## config.mk

```make
export PLATFORM = sky130hd
export DESIGN_NAME = modtimer
export DESIGN_NICKNAME = d
export VERILOG_FILES = /design/src/rtl/modtimer.sv
export SDC_FILE = /design/constraint.sdc
export NUM_CORES = 1
export LEC_CHECK = 0
export BUFFER_PORTS_ARGS = -buffer_cell sky130_fd_sc_hd__buf_2
export CORE_MARGIN = 2
export CORE_UTILIZATION = 50
export DETAILED_ROUTE_END_ITERATION = 7
export PLACE_DENSITY = 0.83
export SYNTH_ARGS = -nofsm -noshare
export SYNTH_HDL_FRONTEND = slang
export SYNTH_SLANG_ARGS = --single-unit
```

## constraint.sdc

```tcl
create_clock -name clk -period 2.1 [get_ports clk]
set_clock_uncertainty 0.05 [all_clocks]
set_input_delay 0 -clock clk [delete_from_list [all_inputs] [get_ports clk]]
set_output_delay 0 -clock clk [all_outputs]
set_load 0.01 [all_outputs]
```

## src/rtl/modtimer.sv

```systemverilog
module modtimer #(
  parameter int CW  = 16,
  parameter int PSW = 3,
  parameter int AW  = 8,
  parameter int DW  = 32
) (
  input  logic          clk,
  input  logic          rst_n,
  input  logic          bus_wr,
  input  logic [AW-1:0] bus_addr,
  input  logic [DW-1:0] bus_wdata,
  output logic [DW-1:0] bus_rdata,
  output logic          irq
);
  localparam int PHW = (1 << PSW) - 1;
  localparam logic [AW-1:0] A_CTL  = AW'(8'h00);
  localparam logic [AW-1:0] A_CNT  = AW'(8'h04);
  localparam logic [AW-1:0] A_MOD  = AW'(8'h08);
  localparam logic [AW-1:0] A_INIT = AW'(8'h4C);
  localparam logic [PHW-1:0] ONES = '1;

  logic [PSW-1:0] ps_q;
  logic [1:0]     sel_q;
  logic           ie_q, flag_q;
  logic [CW-1:0]  cnt_q, mod_q, modb_q, init_q, initb_q;
  logic [PHW-1:0] ph_q;

  wire wr_ctl  = bus_wr && bus_addr == A_CTL;
  wire wr_cnt  = bus_wr && bus_addr == A_CNT;
  wire wr_mod  = bus_wr && bus_addr == A_MOD;
  wire wr_init = bus_wr && bus_addr == A_INIT;

  wire             run    = sel_q == 2'd1;
  wire [PSW-1:0]   shamt  = PSW'(PHW) - ps_q;
  wire [PHW-1:0]   ph_lim = ONES >> shamt;
  wire             tick   = run && ph_q >= ph_lim;
  wire             wrap   = cnt_q == mod_q;
  wire             ovf    = tick && wrap && !wr_cnt;

  logic unused_wdata;
  assign unused_wdata = ^{bus_wdata[DW-1:CW], bus_wdata[5]};

  always_ff @(posedge clk or negedge rst_n) begin
    if (!rst_n) begin
      ps_q    <= '0;
      sel_q   <= '0;
      ie_q    <= 1'b0;
      flag_q  <= 1'b0;
      cnt_q   <= '0;
      mod_q   <= '0;
      modb_q  <= '0;
      init_q  <= '0;
      initb_q <= '0;
      ph_q    <= '0;
    end else begin
      ph_q <= (!run || tick) ? '0 : ph_q + 1'b1;

      if (wr_cnt)    cnt_q <= init_q;
      else if (tick) cnt_q <= wrap ? init_q : cnt_q + 1'b1;

      if (wr_mod)  modb_q  <= bus_wdata[CW-1:0];
      if (wr_init) initb_q <= bus_wdata[CW-1:0];
      if (sel_q == 2'd0) begin
        mod_q  <= modb_q;
        init_q <= initb_q;
      end

      if (wr_ctl) begin
        ps_q  <= bus_wdata[PSW-1:0];
        sel_q <= bus_wdata[4:3];
        ie_q  <= bus_wdata[6];
      end

      if (ovf)                         flag_q <= 1'b1;
      else if (wr_ctl && !bus_wdata[7]) flag_q <= 1'b0;
    end
  end

  always_comb begin
    bus_rdata = '0;
    case (bus_addr)
      A_CTL:   bus_rdata = DW'({flag_q, ie_q, 1'b0, sel_q, ps_q});
      A_CNT:   bus_rdata = DW'(cnt_q);
      A_MOD:   bus_rdata = DW'(modb_q);
      A_INIT:  bus_rdata = DW'(initb_q);
      default: bus_rdata = '0;
    endcase
  end

  assign irq = flag_q && ie_q;
endmodule


```

==> metrics <==
Register Area=about 2400 um2; Post-Synthesis Cell Area=4920 um2; R2R cell count=9; routing usage on met1=between 20% and 30%; Core Region=about 9600 um2; Final Max Tran Viols=0; area of the multi-input gates=between 2000 and 2500 um2; crit path from=ps_q[2]$_DFFE_PN0P_; final WL=roughly 12000 um; global placement routability congestion=roughly 0.89; Rows=36; Routed wire per std cell=18.3 um; Slew @ Worst Pin=between 600 and 700 ps; Top-Level Pins=76; die area=around 11000 um2; H-tree Lvls=3; TNS Setup=-791 ps; DP HPWL=a little under 8000 um; initial antenna violation count=0; asr flop ratio synth=between 90% and 100%; fin crit share=105%; Clock Pin Slew Worst Setup and Hold Paths=approximately 90 ps; Antenna Cells=0; Crit Path Max Fanout=4; Final Hold Fails=1; Post-DP Area=between 5000 and 6000 um2; capturing point of the worst reg2reg path=cnt_q[10]$_DFFE_PN0P_; DRT antenna net count=0; critical path data required time=around 2300 ps; r2r setup slk=-110 ps; Max-Cap Viols=0; failing checks=hold timing, setup timing; vias per inst=about 5.8; # setup viols final=16; worst hold path cell count=3; Die X=about 100 um; Num CTS Buffers=9; Critical Path AT=between 2000 and 2500 ps; CTS tree=built; Final Cell Area=5960 um2; Area contributors post-synth=dfrtp_1 48%, mux2_2 14%, a222oi_1 3.3%; Hold Path End=flag_q$_DFFE_PN0P_; die height=about 100 um; Initial Utilization=around half; cell taking the most area after synthesis=dfrtp_1; slowest stage delay, CP=400 ps; drc violations=0; Startpoint Class=flip-flop; CTS sink cnt=94; P&R area growth vs syn=21.2%; synth cell count leaders=94 x dfrtp_1, 60 x mux2_2, 31 x nand2_1; Nets=approximately 570; Final Util=61.8%; PwrDens=about 770 nW/um2; clock latency on the worst-skew pair=between 300 and 400 ps; Yosys top cell area share=47.8%; status=complete, but fails checks; slowest CP cell=or3_4; critical path capture point type=flip-flop; worst hold slack=-0.814 ps; clock root buffer=clkbuf_8; Max clock buf depth=2; Most used DFF post-synth=dfrtp_1; share of cells above drive strength 1=between 30 and 40%; critical path type=reg -> reg; DR pass1 iterations=7; GRT Total Usage=22.7%; Worst Hold Launch=bus_wr; Hold/Removal Path Class=in -> reg; EDFF count, synth=0; register area share after synthesis=a little under half; FMAX=452 MHz; met3 global-route usage=3.39%; Tot Pwr=0.00456 W; number of global-route vias before repair=3700; Slew HR=between 50 and 60%; largest net degree at the start of global routing=55; # port buffers=43; fillers=just over 700; vias post-DR=3787; Critical R2R Launch=ps_q[2]$_DFFE_PN0P_; Post-Syn Area per Cell=between 10 and 15 um2; Iteration-0 DRC Markers=391; Distinct cells, synth=47; top-count cell post-synth=dfrtp_1; first-pass GRT wire length=about 18000 um; setup repair after global routing missed its margin=true; Final min period=approximately 2200 ps; busiest grt layer=met2; Synth Warn #=0; cells along the critical path=or3_4 > ha_4 > nor2b_2 > o21ai_2 > a21oi_2 > buf_4 > o31a_1 > o22a_1 > o21a_1; maximum VDD drop=roughly 0.55 mV; Gate Count Post-Synth=422; Overflow after GRT=0; M2 GR Usage=a little under two fifths; FF+latch count, synth=94; Leak=3.12 nW; setup ws final=-115 ps
[where the power goes]
group / internal [W] / switching [W]
Sequential: 0.00198 / 0.000145
Clock: 0.000730 / 0.000617
Combinational: 0.000510 / 0.000581
[metrics by stage]
step	hold slack, ps	worst slack [ps]	cells
after floorplan	-346	-15.8	437
after global placement	24.9	-29.3	618
after detailed placement	33.3	-72.1	618
after CTS	4.69	-31.4	651
after global routing	38.3	-161	653
final	-0.814	-115	653
[how the worst max path moves through the flow]
| stage | endpoint | slack, ps |
|---|---|---|
| after floorplan | cnt_q[0]$_DFFE_PN0P_ | -20 |
| after detailed placement | cnt_q[10]$_DFFE_PN0P_ | -70 |
| after CTS | cnt_q[9]$_DFFE_PN0P_ | -30 |
| after global routing | cnt_q[10]$_DFFE_PN0P_ | -160 |
| final | cnt_q[10]$_DFFE_PN0P_ | -110 |
| after global placement | cnt_q[10]$_DFFE_PN0P_ | -30 |
[layer usage]
| metal | vias up | wire length (um) |
|---|---|---|
| met2 | 184 | 6110 |
| met4 | 0 | 403 |
| li1 | 1674 | - |
| met1 | 1889 | 4710 |
| met5 | - | 0 |
| met3 | 40 | 707 |
[what timing repair did]
item | 4_1_cts | 5_1_grt
setup endpoints to repair | 13 | 23
hold buffers | 17 | 0
pin swaps | 6 | 13
gates resized for setup | 9 | 22
buffers inserted | 1 | 0
gates cloned | 0 | 2
hold endpoints to repair | 90 | 0
[layout make-up]
cell class	instances	area share (%)
tap	133	2.79
multi-input combinational	286	40.4
inverter	25	1.57
timing repair buffer	100	12.1
clock inverter	3	1.13
sequential	94	39.5
clock buffer	12	2.60
[cell families (layout without fill, tap and decap cells)]
kind of cell,Yosys count,in the layout,share of synthesized area [%]
AO/OA/AOI/OAI,62,62,9.09
XOR/XNOR,21,21,3.74
adder cells (fa/ha/maj),9,9,2.29
buffers and inverters,57,140,6.34
flip-flops,94,94,47.8
multiplexers,83,83,19.4
other,1,16,0.0763
AND/OR/NAND/NOR,95,95,11.2
[sequential cells by signal, summed over array words and instances, names as in the netlist]
register,count
cnt_q,16
flag_q,1
ie_q,1
init_q,16
initb_q,16
mod_q,16
modb_q,16
ph_q,7
ps_q,3
sel_q,2
[cells in the final DEF, fill, tap and decap left out, types with 5 or more instances in the layout]
| cell | synthesis | final |
|---|---|---|
| a21oi_2 | 0 | 5 |
| a222oi_1 | 16 | 16 |
| a22oi_1 | 13 | 13 |
| and3_1 | 10 | 9 |
| buf_2 | 3 | 44 |
| buf_4 | 20 | 34 |
| clkbuf_8 | 0 | 11 |
| conb_1 | 1 | 16 |
| dfrtp_1 | 94 | 94 |
| dlygate4sd3_1 | 0 | 17 |
| ha_1 | 9 | 8 |
| inv_1 | 25 | 25 |
| mux2_2 | 60 | 60 |
| mux2_4 | 10 | 10 |
| mux2i_1 | 13 | 13 |
| nand2_1 | 31 | 30 |
| nand3_1 | 6 | 6 |
| nor2_1 | 16 | 8 |
| nor2_2 | 0 | 7 |
| o21ai_0 | 17 | 11 |
| o21ai_1 | 1 | 6 |
| xor2_1 | 18 | 18 |
[worst max-delay path, delay by kind of cell (launching register included)]
family | cells | cell delay [ps]
DFF | 1 | 390
and+or+nand+nor | 2 | 550
adders and majority gates | 1 | 160
buffers and inverters | 1 | 150
AOI/OAI and AO/OA | 5 | 800
No activity file was read; power rests on OpenSTA's default activity.
